===== src/rtl/capcmp_channel.sv =====
module capcmp_channel #(
  parameter int CW = 16
) (
  input  logic          clk,
  input  logic          rst_n,
  input  logic          pin_in,
  input  logic [CW-1:0] cnt_val,
  input  logic          upd_evt,
  input  logic          mode_cap,
  input  logic [2:0]    flt_sel,
  input  logic          pol_inv,
  input  logic [1:0]    psc_sel,
  input  logic          pre_en,
  input  logic          wr_en,
  input  logic [CW-1:0] wr_data,
  input  logic          clr_cap,
  input  logic          clr_ovc,
  output logic [CW-1:0] rd_data,
  output logic          cap_flag,
  output logic          ovc_flag,
  output logic          cmp_match
);
  logic [2:0]    run_len, run_q, psc_lim, psc_q;
  logic          filt_q, pol_d, pol, rise, cap_evt;
  logic [CW-1:0] preload, shadow;

  always_comb begin
    case (flt_sel)
      3'd0:    run_len = 3'd0;
      3'd1:    run_len = 3'd1;
      3'd2:    run_len = 3'd3;
      3'd3:    run_len = 3'd4;
      3'd4:    run_len = 3'd5;
      default: run_len = 3'd7;
    endcase
  end

  assign psc_lim = {psc_sel == 2'd3, psc_sel[1], |psc_sel};
  assign pol     = filt_q ^ pol_inv;
  assign rise    = pol & ~pol_d;
  assign cap_evt = mode_cap & rise & (psc_q == psc_lim);
  assign rd_data = preload;

  always_ff @(posedge clk or negedge rst_n) begin
    if (!rst_n) begin
      filt_q <= 1'b0;
      run_q  <= '0;
    end else if (pin_in == filt_q) begin
      run_q <= '0;
    end else if (run_q == run_len) begin
      filt_q <= pin_in;
      run_q  <= '0;
    end else begin
      run_q <= run_q + 3'd1;
    end
  end

  always_ff @(posedge clk or negedge rst_n) begin
    if (!rst_n) begin
      pol_d <= 1'b1;
      psc_q <= '0;
    end else begin
      pol_d <= pol;
      if (!mode_cap)  psc_q <= '0;
      else if (rise)  psc_q <= (psc_q == psc_lim) ? 3'd0 : psc_q + 3'd1;
    end
  end

  always_ff @(posedge clk or negedge rst_n) begin
    if (!rst_n) begin
      preload <= '0;
      shadow  <= '0;
    end else if (mode_cap) begin
      shadow <= cnt_val;
      if (cap_evt)    preload <= shadow;
      else if (wr_en) preload <= wr_data;
    end else begin
      if (wr_en) preload <= wr_data;
      if (!pre_en && wr_en)       shadow <= wr_data;
      else if (pre_en && upd_evt) shadow <= preload;
    end
  end

  always_ff @(posedge clk or negedge rst_n) begin
    if (!rst_n) begin
      cap_flag  <= 1'b0;
      ovc_flag  <= 1'b0;
      cmp_match <= 1'b0;
    end else begin
      cap_flag  <= (cap_flag & ~clr_cap) | cap_evt;
      ovc_flag  <= (ovc_flag & ~clr_ovc) | (cap_evt & cap_flag);
      cmp_match <= ~mode_cap & (cnt_val == shadow);
    end
  end
endmodule


===== config.mk =====
export PLATFORM = sky130hd
export DESIGN_NAME = capcmp_channel
export DESIGN_NICKNAME = d
export VERILOG_FILES = /design/src/rtl/capcmp_channel.sv
export SDC_FILE = /design/constraint.sdc
export NUM_CORES = 1
export LEC_CHECK = 0
export BUFFER_PORTS_ARGS = -buffer_cell sky130_fd_sc_hd__buf_4
export CORE_UTILIZATION = 57
export CTS_BUF_LIST = sky130_fd_sc_hd__clkbuf_4 sky130_fd_sc_hd__clkbuf_8 sky130_fd_sc_hd__clkbuf_16
export DETAILED_ROUTE_END_ITERATION = 8
export PLACE_DENSITY = 0.85
export SKIP_LAST_GASP = 1
export SLEW_MARGIN = 20
export SYNTH_ARGS = -nofsm -noshare
export SYNTH_HDL_FRONTEND = slang
export SYNTH_SLANG_ARGS = --single-unit

===== constraint.sdc =====
create_clock -name clk -period 3.7 [get_ports clk]
set_clock_uncertainty 0.15 [all_clocks]
set_input_delay 0.555 -clock clk [delete_from_list [all_inputs] [get_ports clk]]
set_output_delay 0.555 -clock clk [all_outputs]
set_load 0.02 [all_outputs]

==> impl_metrics.ini, run 1 <==
[status]
status = finished clean

[pwr]
power_mw = 1.47
switching_share_pct = 31.3
power_frac_comb_pct = 32.4
vdd_drop_max_mv = 0.349
p_int_mw = 1.01
clkPwrFrac_pct = 22.4
power.density_nw_per_um2 = 465
p_sw_mw = 0.458
seqPwrFrac_pct = 45.2
p_leak_nw = 1.44

[finish]
drive_above_1_share_pct = 45.9
design_area_um2 = 3150
seqCellArea_um2 = 1080
num_antenna_cells = 0
nNetsFinal = 329
multi_input_area_um2 = 1400
fill_cells = 284
syn_to_final_growth_pct = 23.5

[place]
post-place-ws_ps = 1190
place_congestion = 0.749
hpwl_mm = 3.81
io_buffers = 65
place_area_um2 = 3040

[synth]
avgSynthCellArea_um2 = 11.7
synth_ff_type = dfrtp_1
netlist_area_um2 = 2550
synthCells = 218
synthDistinctLibCells = 39
synth_warnings = 0
synthArstFlopShare_pct = 100
syn-num-nets = 267
ys_seq_area_share_pct = 42.2
synth_seq_cells = 43
synth_edf_count = 0

[timing]
fmax_mhz = 442
slew_headroom_pct = 43.3
fin_crit_sh_pct = 61.2
rsz0062_at_grt = false
worst_pin_slew_ps = 848
final.setup.worst_slack_ps = 1440
finalCriticalPeriod_ps = 2260
hold_viol_final = 0
drv_slew = 0
tns_ps = 0
setup_viol = 0

[clock_network]
hold_buffers = 0
htree_levels = 2
cts-resized-gates = 0
tritoncts = yes
clkTransAtPathRegs_ps = 80
insertion_delay_ps = 290
clk_path_buf_depth = 2
post_cts_buffers = 0
clock_sinks = 43
cts_root_buffer = clkbuf_8
cts_made_buffers = 5

[worst_setup_path]
crit_family = buffers and inverters
path_max_fanout = 17
path_cells = buf_4 -> nor2b_2 -> buf_4 -> mux2i_1 -> o21ai_0 -> mux2_2
crit_type = in -> reg
path_buf_inv = 2
cpMostUsedCell = buf_4
crit_required_ps = 3730
critPathLaunchType = input port
critPathMaxStageDelay_ps = 490
cp-end-kind = flop
cp_slowest_cell = nor2b_2
crit_arrival_ps = 2290

[floorplan]
num_io_pins = 66
die-width_um = 68.9
fp-row-count = 23
die_y_um = 68.9
core_area_um2 = 4140
start_util_pct = 61.6
die-area_um2 = 4750

[global_route]
grt_use_total_pct = 24.9
antenna_found_initial = 0
grt_pass1_wl_mm = 8.43
overflow = 0
grt_pass1_vias = 1803
grt_max_degree = 44

[routing]
post-route-drc-count = 0
wl_mm = 5.36
drt_first_pass_iters = 4
viasPerCell = 5.65
antenna_left = 0
post_drt_wl_per_cell_um = 16.2
dr_total_vias = 1871
drt-initial-drc-count = 94

[run]
maxCapViolCount = 0

[worst_hold_path]
holdCritPathClass = in -> async
[per-stage QoR]
step | instances | hold slack (ps) | util (%)
finish | 331 | 89.4 | 76.0
global route | 331 | 118 | 76.0
CTS | 331 | 112 | 75.8
detailed placement | 323 | 381 | 73.3
global placement | 323 | 364 | 73.3
floorplan | 218 | 109 | -
[final cells by class]
type / count / share of cell area (%)
Tap cell: 50 / 1.99
Inverter: 3 / 0.357
Multi-Input combinational cell: 161 / 44.4
Timing Repair Buffer: 66 / 15.7
Sequential cell: 43 / 34.2
Clock buffer: 8 / 3.30
[cell usage after synthesis (3+ instances only)]
library cell / number / area [um^2]
dfrtp_1: 42 / 1050
mux2_2: 40 / 450
nand2_1: 18 / 67.6
o21ai_0: 18 / 90.1
mux2i_1: 16 / 160
xor2_1: 16 / 140
mux2_4: 8 / 120
nor3_1: 6 / 30.0
clkbuf_1: 5 / 18.8
nor3b_1: 4 / 30.0
nor4_1: 4 / 25.0
buf_2: 3 / 15.0
inv_1: 3 / 11.3
xnor2_1: 3 / 26.3
[worst paths after layout]
check,end,slack [ps],startpoint,depth (start not counted)
max reg2reg,rd_data[15],1620,psc_q[0],4
min,cap_flag,90,rst_n,1
min in group clk,cap_flag,280,clr_cap,2
max,shadow[8],1440,wr_en,6
max in group asynchronous,pol_d,2930,rst_n,1
min reg2reg,ovc_flag,390,cap_flag,2
[cell usage in the layout, fill, tap and decap left out, drive strengths merged, types with 3 or more instances in the layout]
cell type  netlist  layout
buf              6      66
nor4             4       4
inv              3       3
mux2i           16      16
xor2            16      16
clkbuf           5       8
dfrtp           42      42
nor3             6       6
nand2           18      18
xnor2            3       3
nor3b            4       4
o21ai           18      18
mux2            50      50
[state kept, by name, summed over array words and instances, names as in the netlist]
register,flops
run_q,3
shadow,16
ovc_flag,1
cmp_match,1
cap_flag,1
psc_q,3
filt_q,1
rd_data,16
pol_d,1
[kinds of logic after synthesis]
logic type | share of synthesized area [%]
buffers and inverters | 3.29
multiplexers | 29.5
XOR/XNOR | 6.52
flip-flops | 42.2
AND/OR/NAND/NOR | 9.22
adder cells (fa/ha/maj) | 0.981
AO/OA/AOI/OAI | 8.24
[per-layer routing]
layer  GRT usage, %  part of all wire [%]
met4           9.18                   1.5
met3           5.10                   3.8
met1           32.2                    44
met5              0                     0
met2           41.0                    51
[power groups by stage]
stage	registers, mW	logic (mW)	clock network (mW)
2_1_floorplan	0.693	0.280	0
3_3_place_gp	0.665	0.461	0
3_5_place_dp	0.669	0.475	0
4_1_cts	0.661	0.477	0.336
5_1_grt	0.676	0.521	0.357
6_report	0.662	0.475	0.329
[worst reg2reg max path: stages, from the launching register on]
cell and delay (ps):
dfrtp_1 430, or4_4 510, a21oi_4 220, o21bai_4 260, mux2_1 400
Power figures use the tool's default switching activity.
==> run 2, diff against run 1 <==
- ABC_AREA: default -> 1
- CORE_UTILIZATION: 57 -> 54
- PLACE_DENSITY: 0.85 -> 0.81
- clock period: 3.7 -> 2.4 ns (I/O delays scaled with it)
==> run 2 against run 1 <==
Combinational power increased by 47%. Register-to-register slack got worse by 950 ps. Synthesized cell count increased by 89%. Die area increased by 11%. First-iteration DRC count increased to 2.6 times the previous value. Highest routed layer unchanged.
==> impl_metrics.ini, run 2 <==
[worst_setup_path]
critPathMaxStageDelay_ps = 400
crit_type = reg -> reg
cpMostUsedCell = nand2_1
crit_arrival_ps = 1770
cp_slowest_cell = dfrtp_1
path_buf_inv = 2
cp-end-kind = flop
rr_worst_depth = 7
critPathLaunchType = flop
timing.reg2reg.setup_slack_ps = 670
crit_required_ps = 2440
worst-path-stages = 7
path_cells = inv_1 -> xor2_1 -> nor2_2 -> buf_4 -> nand2_2 -> nand2_1 -> nand2_1
crit_family = simple AND/OR/NAND/NOR gates
path_max_fanout = 17

[worst_hold_path]
holdCritPathClass = in -> reg
hold_depth = 2

[finish]
num_antenna_cells = 0
multi_input_area_um2 = 1340
nNetsFinal = 523
syn_to_final_growth_pct = 23.3
mostFrequentLayoutCells = 137 x nand2_1, 71 x buf_4, 58 x nor2_1
drive_above_1_share_pct = 19.2
fin_util_pct = 70.0
final_common_cell = nand2_1
fill_cells = 432
seqCellArea_um2 = 1080

[global_route]
grt_use_total_pct = 27.3
overflow = 0
grt_max_degree = 44
grtUsageMet2_pct = 45.1
grt_pass1_wl_mm = 11.2
antenna_found_initial = 0
grtUsageMet1_pct = 36.9
grt_busiest_layer = met2
grt_pass1_vias = 2567
use_met3_pct = 3.87

[place]
hpwl_mm = 4.88
io_buffers = 65
place_congestion = 0.838

[clock_network]
tritoncts = yes
insertion_delay_ps = 300
clkTransAtPathRegs_ps = 80
htree_levels = 2
cts_root_buffer = clkbuf_8
clock_sinks = 43
clk_path_buf_depth = 2
cts_made_buffers = 5

[routing]
wl_mm = 6.83
drt-initial-drc-count = 248
viasPerCell = 5.09
antenna_left = 0
post_drt_wl_per_cell_um = 12.6
dr_total_vias = 2760
post-route-drc-count = 0
drt_first_pass_iters = 4

[floorplan]
die-area_um2 = 5290
core_area_um2 = 4750
fp-row-count = 25
num_io_pins = 66
die-width_um = 72.7
start_util_pct = 56.8
die_y_um = 72.7

[timing]
rsz0062_at_grt = false
fin_crit_sh_pct = 72.1
drv_slew = 0
tns_ps = 0
worst_pin_slew_ps = 691
finalCriticalPeriod_ps = 1730
hold_viol_final = 0
fmax_mhz = 578
slew_headroom_pct = 53.9
setup_viol = 0

[synth]
avgSynthCellArea_um2 = 6.57
synthDistinctLibCells = 24
netlist_area_um2 = 2700
synthCells = 411
syn-num-nets = 460
synth_area_leader_cell = dfrtp_1
synth_ff_type = dfrtp_1
synth_seq_cells = 43
ys_top_cells_by_area = dfrtp_1 39%, nand2_1 19%, nand3_1 8.3%
yosysMostFrequentCell = nand2_1
synth_top_area_share_pct = 38.9
ys_seq_area_share_pct = 39.9
synth_top_cells_by_count = 137 x nand2_1, 58 x nor2_1, 50 x inv_1, 45 x nand3_1, 42 x dfrtp_1
synth_warnings = 0
synthArstFlopShare_pct = 100
synth_edf_count = 0

[pwr]
vdd_drop_max_mv = 0.398
power.density_nw_per_um2 = 639
p_leak_nw = 1.88
power_mw = 2.13

[status]
status = finished clean

[run]
maxCapViolCount = 0
-- run 2: cell types whose count changed after synthesis, moves of 4 or more --
cell     delta
nor4_1      -4
o22ai_1    +10
nor2_2      +4
nor2_1     +56
nand2_1   +119
mux2_2     -40
inv_1      +47
mux2_4      -8
nor3b_1     -4
nor3_1      -6
xor2_1     -12
nand3_1    +44
mux2i_1    -16
o21ai_0     +6
-- run 2: logic make-up after synthesis --
group,synth area share [%]
simple gates,37.9
buf+inv,10.6
flops,39.9
compound gates,7.51
xor+xnor,3.24
fa+ha+maj,0.927
-- run 2: stage by stage --
stage	hold WS (ps)	cell area, um^2	instances	worst slack (ps)
after floorplan	-85.6	2700	411	1020
after global placement	243	3230	533	634
after detailed placement	243	3230	533	594
after CTS	73.7	3330	542	693
after global routing	87.6	3330	542	568
final	75.7	3330	542	669
-- run 2: path summary, 6_finish.rpt --
path,startpoint,end
hold reg to reg,ovc_flag,ovc_flag
setup / recovery,psc_q[0],rd_data[1]
max in group asynchronous,rst_n,shadow[5]
hold / removal,clr_cap,cap_flag
min in group asynchronous,rst_n,rd_data[14]
setup reg to reg,psc_q[0],rd_data[1]
-- run 2: metal layers --
metal | wire (um) | up-vias
li1 | - | 1391
met1 | 2890 | 1246
met2 | 3280 | 111
met3 | 552 | 12
met4 | 107 | 0
met5 | 0 | -
-- run 2: power by group --
group | switching, mW | internal (mW)
combinational | 0.417 | 0.284
sequential | 0.0987 | 0.845
clock | 0.255 | 0.227
total | 0.771 | 1.36
-- run 2: final cells by class --
type	instances	area share [%]
clock buffer	7	2.52
multi-input combinational	299	40.2
sequential	43	32.4
clock inverter	1	0.150
inverter	53	5.98
timing repair buffer	72	16.3
tap	67	2.52
-- run 2: repair_timing --
action	in CTS	in global routing
hold buffers	1	0
resized for setup	0	0
setup buffers	0	0
hold endpoints to repair	42	0
==> run 3, diff against run 2 <==
- clock period: 2.4 -> 1.7 ns (I/O delays scaled with it)
==> run 3 against run 2 <==
Via count unchanged. Final cell count up 1.1%. Die area did not move. Global-route usage increased by 1.7 points. Combinational power increased by 46%. Sequential power increased by 41%. Register-to-register slack got worse by 480 ps. Power is 42% higher. Maximum frequency rose by 14%. Design area up 1.9%. Utilization grew 1.3 points. Critical endpoint is now rd_data[7].
==> impl_metrics.ini, run 3 (synthesis results as in run 2) <==
[finish]
seqCellArea_um2 = 1080
drive_above_1_share_pct = 20.0
design_area_um2 = 3390
nNetsFinal = 530
num_antenna_cells = 0
final_common_cell = nand2_1
mostFrequentLayoutCells = 137 x nand2_1, 77 x buf_4, 58 x nor2_1
syn_to_final_growth_pct = 25.7
fill_cells = 425
multi_input_area_um2 = 1350

[timing]
fin_crit_sh_pct = 89.0
setup_viol = 0
slew_headroom_pct = 62.3
drv_slew = 0
hold_viol_final = 0
rsz0062_at_grt = false
hold_ws_ps = 31.9
fmax_mhz = 661
finalCriticalPeriod_ps = 1510
tns_ps = 0
worst_pin_slew_ps = 565

[place]
place_area_um2 = 3280
io_buffers = 65
place_congestion = 0.817
hpwl_mm = 4.91

[clock_network]
insertion_delay_ps = 300
clk_path_buf_depth = 2
clkTransAtPathRegs_ps = 80
cts_made_buffers = 5
clock_sinks = 43
htree_levels = 2
cts_root_buffer = clkbuf_8
tritoncts = yes
post_cts_buffers = 0

[global_route]
grt_pass1_wl_mm = 11.8
antenna_found_initial = 0
overflow = 0
grt_max_degree = 44
grt_use_total_pct = 29.0
grt_pass1_vias = 2580

[floorplan]
num_io_pins = 66
core_area_um2 = 4750
fp-row-count = 25
start_util_pct = 56.8
die_y_um = 72.7
die-width_um = 72.7
die-area_um2 = 5290

[worst_setup_path]
crit_arrival_ps = 1590
crit_type = reg -> reg
path_max_fanout = 10
cp-end-kind = flop
rr_worst_depth = 8
critPathLaunchType = flop
crit_required_ps = 1780

[run]
maxCapViolCount = 0

[pwr]
p_leak_nw = 1.93
power.density_nw_per_um2 = 888
vdd_drop_max_mv = 0.492

[worst_hold_path]
holdCritPathClass = in -> reg
hold_depth = 4

[routing]
dr_total_vias = 2760
wl_mm = 6.99
post-route-drc-count = 0
drt-initial-drc-count = 211
drt_first_pass_iters = 4
antenna_left = 0
post_drt_wl_per_cell_um = 12.8
viasPerCell = 5.04

[status]
status = finished clean
==> run 3: changes by cell type in the layout (fill, tap and decap cells not counted), sizes merged <==
cell         previous run  this run
buf                    71        77
dlygate4sd3             1         2
clkbuf                  7         6
==> run 3: path summary, 6_finish.rpt <==
| path | start | end | slack [ps] |
|---|---|---|---|
| max in group asynchronous | rst_n | shadow[10] | 670 |
| min | clr_ovc | ovc_flag | 30 |
| min in group asynchronous | rst_n | psc_q[1] | 340 |
| max | psc_q[1] | rd_data[7] | 190 |
| min reg2reg | ovc_flag | ovc_flag | 340 |
| max reg2reg | psc_q[1] | rd_data[7] | 190 |
==> run 3: layout make-up <==
cell class	instances	area share, %
Sequential cell	43	31.7
Clock inverter	1	0.147
Timing Repair Buffer	79	17.6
Multi-Input combinational cell	299	39.7
Inverter	53	5.86
Clock buffer	6	2.43
Tap cell	67	2.47
==> run 3: timing repair <==
| action | in CTS | in global routing |
|---|---|---|
| resized for setup | 0 | 2 |
| hold endpoints to repair | 43 | 0 |
| setup endpoints to repair | 0 | 17 |
| hold buffers | 2 | 0 |
==> run 3: metal layers <==
layer  wire length [um]  part of all wire, %  GRT usage [%]  up-vias
met5                  0                    0              0        -
met3                528                  7.6           4.70       15
met4                110                  1.6           8.06        0
met2               3290                   47           48.7      115
li1                   -                    -              -     1406
met1               3070                   44           38.8     1224
==> run 3: critical path: stages, from the launching register on <==
cell	delay (ps)
dfrtp_1	420
inv_1	90
nand2_1	50
nand2_1	70
nand3_1	80
nor2_2	190
buf_4	220
nand3_1	100
nand2_1	80
==> run 3: stage by stage <==
step | setup slack, ps | instances | total power, mW | util (%)
finish | 188 | 548 | 3.01 | 71.4
floorplan | 342 | 411 | 1.97 | -
global placement | 152 | 539 | 2.31 | 68.9
CTS | 20.4 | 548 | 3.01 | 71.2
detailed placement | 45.0 | 539 | 2.35 | 68.9
global route | 36.7 | 548 | 3.21 | 71.4
==> run 3: where the power goes <==
part	switching, mW	internal (mW)	total, mW	leakage (nW)
Sequential	0.139	1.19	1.33	0.529
Clock	0.342	0.319	0.661	0.0470
Combinational	0.601	0.417	1.02	1.35
Total	1.08	1.93	3.01	1.93
